**config.mk**
```make
export PLATFORM = sky130hd
export DESIGN_NAME = ltr_threshold_eval
export DESIGN_NICKNAME = d
export VERILOG_FILES = /design/src/rtl/ltr_eval_pkg.sv /design/src/rtl/ltr_lat_decode.sv /design/src/rtl/ltr_class_cmp.sv /design/src/rtl/ltr_report_store.sv /design/src/rtl/ltr_threshold_eval.sv
export SDC_FILE = /design/constraint.sdc
export NUM_CORES = 1
export LEC_CHECK = 0
export ABC_AREA = 1
export BUFFER_PORTS_ARGS = -buffer_cell sky130_fd_sc_hd__buf_2
export CAP_MARGIN = 20
export CELL_PAD_IN_SITES_DETAIL_PLACEMENT = 0
export CELL_PAD_IN_SITES_GLOBAL_PLACEMENT = 1
export CORE_MARGIN = 2
export CORE_UTILIZATION = 30
export CTS_BUF_LIST = sky130_fd_sc_hd__clkbuf_4 sky130_fd_sc_hd__clkbuf_8
export CTS_CLUSTER_DIAMETER = 100
export CTS_CLUSTER_SIZE = 30
export DETAILED_ROUTE_END_ITERATION = 16
export GPL_ROUTABILITY_DRIVEN = 0
export PLACE_DENSITY = 0.71
export SLEW_MARGIN = 30
export SYNTH_ARGS = -nofsm -noshare
export SYNTH_HDL_FRONTEND = slang
export SYNTH_SLANG_ARGS = --single-unit
```
**constraint.sdc**
```tcl
create_clock -name clk -period 4.3 [get_ports clk]
set_clock_uncertainty 0.1 [all_clocks]
set_input_delay 0.43 -clock clk [delete_from_list [all_inputs] [get_ports clk]]
set_output_delay 0.43 -clock clk [all_outputs]
set_load 0.01 [all_outputs]
```
**src/rtl/ltr_eval_pkg.sv**
```systemverilog
package ltr_eval_pkg;

    localparam int unsigned VALUE_W    = 10;
    localparam int unsigned SCALE_W    = 3;
    localparam int unsigned SCALE_STEP = 5;
    localparam int unsigned SCALE_MAX  = 5;
    localparam int unsigned NUM_CLASS  = 2;

    localparam int unsigned FIELD_W = 1 + SCALE_W + VALUE_W;
    localparam int unsigned LAT_W   = VALUE_W + SCALE_STEP * SCALE_MAX;

    localparam int unsigned CLS_SNOOP   = 0;
    localparam int unsigned CLS_NOSNOOP = 1;

    typedef logic [VALUE_W-1:0] lat_value_t;
    typedef logic [SCALE_W-1:0] lat_scale_t;
    typedef logic [LAT_W-1:0]   lat_ns_t;

    // Flag in the top bit, then scale, then value.
    typedef struct packed {
        logic       req;
        lat_scale_t scale;
        lat_value_t value;
    } ltr_field_t;

    function automatic lat_scale_t clamp_scale(lat_scale_t s);
        if (s > lat_scale_t'(SCALE_MAX)) begin
            return lat_scale_t'(SCALE_MAX);
        end
        return s;
    endfunction

    function automatic lat_ns_t norm_latency(lat_value_t v, lat_scale_t s);
        lat_scale_t eff;
        eff = clamp_scale(s);
        return lat_ns_t'(v) << (SCALE_STEP * eff);
    endfunction

endpackage

```
**src/rtl/ltr_lat_decode.sv**
```systemverilog
module ltr_lat_decode
    import ltr_eval_pkg::*;
(
    input  lat_value_t value_i,
    input  lat_scale_t scale_i,
    output lat_ns_t    lat_o
);

    always_comb begin
        lat_o = norm_latency(value_i, scale_i);
    end

endmodule

```
**src/rtl/ltr_class_cmp.sv**
```systemverilog
module ltr_class_cmp
    import ltr_eval_pkg::*;
(
    input  ltr_field_t fld_i,
    input  lat_ns_t    thr_lat_i,
    output logic       pass_o
);

    lat_ns_t fld_lat;

    ltr_lat_decode u_dec (
        .value_i (fld_i.value),
        .scale_i (fld_i.scale),
        .lat_o   (fld_lat)
    );

    // No requirement means the class tolerates any latency.
    always_comb begin
        pass_o = (!fld_i.req) || (fld_lat >= thr_lat_i);
    end

endmodule

```
**src/rtl/ltr_report_store.sv**
```systemverilog
module ltr_report_store
    import ltr_eval_pkg::*;
#(
    parameter int unsigned N = NUM_CLASS
)(
    input  logic                   clk,
    input  logic                   rst,
    input  logic                   rpt_valid_i,
    input  logic                   accept_ok_i,
    input  ltr_field_t [N-1:0]     fields_i,
    output ltr_field_t [N-1:0]     stored_o,
    output logic                   unsup_o
);

    logic take;
    logic refuse;

    always_comb begin
        take   = rpt_valid_i && accept_ok_i;
        refuse = rpt_valid_i && !accept_ok_i;
    end

    always_ff @(posedge clk) begin
        if (rst) begin
            unsup_o <= 1'b0;
        end else begin
            unsup_o <= refuse;
        end
    end

    for (genvar g = 0; g < N; g++) begin : g_slot
        always_ff @(posedge clk) begin
            if (rst) begin
                stored_o[g] <= '0;
            end else if (take) begin
                stored_o[g] <= fields_i[g];
            end
        end
    end

endmodule

```
**src/rtl/ltr_threshold_eval.sv**
```systemverilog
module ltr_threshold_eval
    import ltr_eval_pkg::*;
(
    input  logic               clk,
    input  logic               rst,
    input  logic               rpt_valid,
    input  logic [FIELD_W-1:0] snoop_fld,
    input  logic [FIELD_W-1:0] nosnoop_fld,
    input  logic [VALUE_W-1:0] thr_value,
    input  logic [SCALE_W-1:0] thr_scale,
    input  logic               ltr_supported,
    input  logic               ltr_enabled,
    output logic               l12_eligible,
    output logic               unsup_req
);

    ltr_field_t [NUM_CLASS-1:0] in_fld;
    ltr_field_t [NUM_CLASS-1:0] stored_q;
    logic       [NUM_CLASS-1:0] class_pass;
    lat_ns_t                    thr_lat;
    logic                       accept_ok;

    always_comb begin
        in_fld[CLS_SNOOP]   = ltr_field_t'(snoop_fld);
        in_fld[CLS_NOSNOOP] = ltr_field_t'(nosnoop_fld);
        accept_ok           = ltr_supported && ltr_enabled;
    end

    ltr_report_store #(.N(NUM_CLASS)) u_store (
        .clk         (clk),
        .rst         (rst),
        .rpt_valid_i (rpt_valid),
        .accept_ok_i (accept_ok),
        .fields_i    (in_fld),
        .stored_o    (stored_q),
        .unsup_o     (unsup_req)
    );

    ltr_lat_decode u_thr_dec (
        .value_i (thr_value),
        .scale_i (thr_scale),
        .lat_o   (thr_lat)
    );

    for (genvar g = 0; g < NUM_CLASS; g++) begin : g_cls
        ltr_class_cmp u_cmp (
            .fld_i     (stored_q[g]),
            .thr_lat_i (thr_lat),
            .pass_o    (class_pass[g])
        );
    end

    always_comb begin
        l12_eligible = &class_pass;
    end

endmodule

```
==> After elaboration in Yosys (flattened, before gate mapping) <==
Cells that the tools add are included.
{ "word_totals": {"ff_bits": 29, "in_bits": 46, "out_inout_bits": 2, "wordCells": 36} }
{ "classes": {"mux": 9, "order_cmp": 5, "n_mul": 3, "reduce_logical": 9, "shifts": 3} }
{ "op_table": {"columns": ["operator", "count"], "rows": [
  ["$shl 10x6->35", 3],
  ["$ge 35x35->1", 2],
  ["$mul 3x3->6 const A", 3],
  ["$mux 3", 6],
  ["$gt 3x3->1 const B", 3],
  ["$logic_and 1x1->1", 3],
  ["$logic_not 1->1", 3],
  ["$mux 1", 3],
  ["$logic_or 1x1->1", 2],
  ["$reduce_and 2->1", 1]
]} }

==> Longest topological paths before layout <==
{ "depth": {"depth_word": 8, "ltp_mapped": 24, "ltp_nobuf": 23} }

==> Hierarchy <==
From an unflattened synthesis, not the netlist that was laid out.
{ "hier_totals": {"cells_unflattened": 1211, "area_unflattened_um2": 6496.2} }
{ "by_module_without_submodules": {"columns": ["mod", "seq_area_each_um2", "cells_per_inst", "area_each_um2", "n_inst"], "rows": [
  ["ltr_lat_decode", 0.0, 225, 1061.0, 3],
  ["ltr_class_cmp", 0.0, 175, 1053.5, 2],
  ["ltr_report_store", 580.6, 182, 1191.1, 1],
  ["ltr_threshold_eval", 0.0, 4, 15.0, 1]
]} }

==> Least setup slack after synthesis <==
OpenSTA, ideal clock, no wires.
{ "synth_timing": {"path_type": "register to output", "startpoint": "reg u_store.stored_o[12] (netlist bit)", "endpoint": "out l12_eligible", "required_time_ps": 3770, "t_arrival_ps": 3203, "path_slack_ps": 567, "stages_incl_launch_ff": 20, "path_buffers": 3, "cell_sequence": "dfxtp_1 nand2_1 nand2_2 buf_6 ha_1 ha_1 ha_1 clkbuf_1 nor2_1 clkinv_1 clkbuf_1 nor2_1 ha_1 nand4_1 or2_2 nor2_1 nand3_1 nand4_1 nor2_1 nor2_1"} }
{ "synth_via": {"elab_chain_cells": 8} }
{ "synth_rtl": {"columns": ["item", "line_no", "source"], "rows": [
  ["start: declaration", "ltr_report_store.sv:11", "output ltr_field_t [N-1:0] stored_o,"],
  ["start signal: indexed assignment", "ltr_report_store.sv:36", "stored_o[g] <= fields_i[g];"],
  ["$gt 3x3->1", "ltr_eval_pkg.sv:27", "if (s > lat_scale_t'(SCALE_MAX)) begin"],
  ["$mux 1", "ltr_eval_pkg.sv:27", null],
  ["$mux 3 *", "ltr_eval_pkg.sv:30", "return s;"],
  ["$mul 3x3->6 *", "ltr_eval_pkg.sv:36", "return lat_ns_t'(v) << (SCALE_STEP * eff);"],
  ["$shl 10x6->35 *", "ltr_eval_pkg.sv:36", null],
  ["$ge 35x35->1 *", "ltr_class_cmp.sv:19", "pass_o = (!fld_i.req) || (fld_lat >= thr_lat_i);"],
  ["$logic_or 1x1->1 *", "ltr_class_cmp.sv:19", null],
  ["$reduce_and 2->1 *", "ltr_threshold_eval.sv:54", "l12_eligible = &class_pass;"],
  ["end: declaration", "ltr_threshold_eval.sv:13", "output logic l12_eligible,"]
]} }
Mark *: on every way between the ends. The rest lies on a longest branch, timed or not.

==> Worst setup path after layout <==
{ "layout_timing": {"startpoint": "reg u_store.stored_o[26] (netlist bit)", "endpoint": "out l12_eligible"} }
Same word-level chain as after synthesis.

==> metrics.txt <==
Rel. slew slack roughly 64%; Final TNS setup 0 ps; Detail Placement HPWL 14400 um; Synth area leaders nand2_1, ha_1, dfxtp_1, nor2_1, inv_1; CTS Hold Bufs 0; part of the Yosys area used for sequential elements 10.7%; sw frac about 47%; Slew Viols, Final 0; clock latency on the worst-skew pair around 270 ps; Final Hold Viols 0; fin crit share 95.2%; class of the most critical setup path reg -> out; layout cells sized above 1 roughly an eighth; Root Buffer clkbuf_8; post-synth cell types 38; most frequent cells in the layout nand2_1, nor2_1, inv_1; Final setup viols 0; internal power roughly 0.67 mW; DR WL/cell roughly 14 um; Non-Filler Instances about 1200; gr usage total between 10% and 20%; vias approximately 6000; synthesized area approximately 5400 um^2; clock-pin slew on the worst setup and hold paths approximately 60 ps; drt via density around 5; I/O pin count between 40 and 50; largest net degree at the start of global routing 50; syn nets about 1100; RSZ-0062 raised after global routing false; Antenna Nets Post-Route 0; Max Buffers Root-to-Sink 2; commonest non-fill, non-tap cell in the layout nand2_1; drt total wl around 17000 um; P_leak between 3 and 4 nW; Inst Count DP approximately 1200; first-pass GRT wire length 26600 um; Synth Register Bits 29; vias in the first global route 5199; drt drc 0; Avg Inst Size Synth roughly 5.7 um^2; Port Buffers 47; initial antenna violation count 0; Tmin final a little over 4000 ps; Post-synth EDFFs 0; Yosys top cell area share a little over 20%; arrival time worst endpoint ~3600 ps; DRT iter0 DRCs between 400 and 500; sequential share of power between 20 and 25%; CP Capture Type output port; core area ~18000 um^2; Hold WC Path Type in -> reg; Die H ~140 um; Initial Util a little under a third; Num CTS Buffers 5; Net Sw Power just over 0.6 mW; Cell Area, Placed between 5000 and 6000 um^2; Clock power frac about 18%; Max-Cap Viols 0; achievable frequency between 200 and 250 MHz; router iterations before antenna repair 6; Crit path required time between 3000 and 4000 ps; Layout area overhead 11.3%; Synth area leader nand2_1; outcome completed; Top FF cell, synth dfxtp_1; die area 19200 um^2; CTS Sinks 29; Pwr per Cell Area between 200 and 250 nW/um^2; worst-margin pin slew about 540 ps; htree depth 2; ys async rst share 0%; Combinational Power Share about 60%; Ant. Diodes 0; total number of yosys warnings 0; Worst setup SP type flip-flop; Mapped Cells 953; total grt overflow 0; Final nets ~1100; CTS tree built; die width about 140 um; peak supply drop between 0.15 and 0.2 mV; Final Instance Area a little over 6000 um^2; Site Rows ~50; worst-path fanout max 10
==> flip-flops by register name, indices dropped and copies added, names as in the netlist <==
signal and count:
u_store.unsup_o 1, u_store.stored_o 28
==> worst max-delay path: stages, from the launching register on <==
cell and delay (ps):
dfxtp_1 360, nand2_2 100, nand2_2 50, ha_1 180, ha_1 180, ha_1 290
buf_4 170, inv_1 60, nor2_2 40, inv_2 100, buf_4 170, o21ai_0 80
a21boi_2 170, ha_1 280, nand2_1 50, nor2_2 110, nand3_1 140, nor3b_2 200
nand2_1 70, nand2_1 60, a21oi_1 70, nor2_1 180, buf_2 170
==> layer usage <==
metal	GRT usage [%]	routed length, um	share of wire, %	up-vias
met2	27.2	7310	44	156
met4	4.03	388	2.3	0
met3	1.59	719	4.3	23
met1	24.1	8340	50	2573
li1	-	-	-	3199
met5	0	0	0	-
==> final timing paths <==
check,cells after the start,start,slack (ps),to
setup reg to reg,2,u_store.stored_o[11]$_SDFFE_PP0P_,3470,u_store.stored_o[11]$_SDFFE_PP0P_
hold / removal,4,ltr_enabled,310,u_store.unsup_o$_SDFF_PP0_
setup / recovery,22,u_store.stored_o[26]$_SDFFE_PP0P_,210,l12_eligible
hold reg to reg,2,u_store.stored_o[13]$_SDFFE_PP0P_,380,u_store.stored_o[13]$_SDFFE_PP0P_
==> cell type report <==
cell class                      instances  area, um^2
Inverter                              106         402
Sequential cell                        29         582
Tap cell                              229         287
Multi-Input combinational cell        772        4250
Clock buffer                            6        82.6
Timing Repair Buffer                   73         430
Clock inverter                          1        7.51
Fill cell                            2037       11800
==> power groups by stage <==
| stage | clock network [mW] | logic (mW) | registers, mW |
|---|---|---|---|
| 6_report | 0.226 | 0.770 | 0.289 |
| 5_1_grt | 0.244 | 0.875 | 0.290 |
| 4_1_cts | 0.232 | 0.753 | 0.289 |
| 3_5_place_dp | 0 | 0.749 | 0.295 |
| 3_3_place_gp | 0 | 0.752 | 0.294 |
| 2_1_floorplan | 0 | 0.556 | 0.293 |
==> repair_timing <==
item	in CTS	in global routing
setup buffers	0	5
endpoints found under the hold margin	0	0
resized for setup	0	19
endpoints found under the setup margin	0	1
==> cell families (layout without fill, tap and decap cells) <==
kind of cell / after synthesis / in the layout / share of synthesized area, %
AO/OA/AOI/OAI: 192 / 192 / 21.2
adder cells (fa/ha/maj): 79 / 79 / 18.2
buffers and inverters: 152 / 186 / 11.6
flip-flops: 29 / 29 / 10.7
multiplexers: 7 / 7 / 1.29
AND/OR/NAND/NOR: 494 / 494 / 37.0
==> cells in the mapped netlist, types with 4 or more instances <==
cell type	instances
buf_6	5
o22ai_1	8
o21ai_0	56
nand4_1	15
nor3_1	6
o211ai_1	5
and2_1	4
nor2_1	113
mux2i_1	7
clkbuf_1	25
dfxtp_1	29
buf_2	10
a211oi_1	24
nand3_1	45
ha_1	79
a21oi_1	35
o21ai_1	34
a21o_1	4
o21ai_2	18
inv_1	103
nand2_1	298
==> metrics by stage <==
step                worst slack (ps)  total power [mW]  utilization, %  hold slack, ps
floorplan                        567             0.849               -             340
global placement                 218              1.05            32.9             363
detailed placement               161              1.04            32.9             365
CTS                             9.33              1.27            33.4             309
global route                    6.35              1.41            33.9             337
finish                           209              1.28            33.9             310
Note: power is estimated with default switching activity, not from simulation.
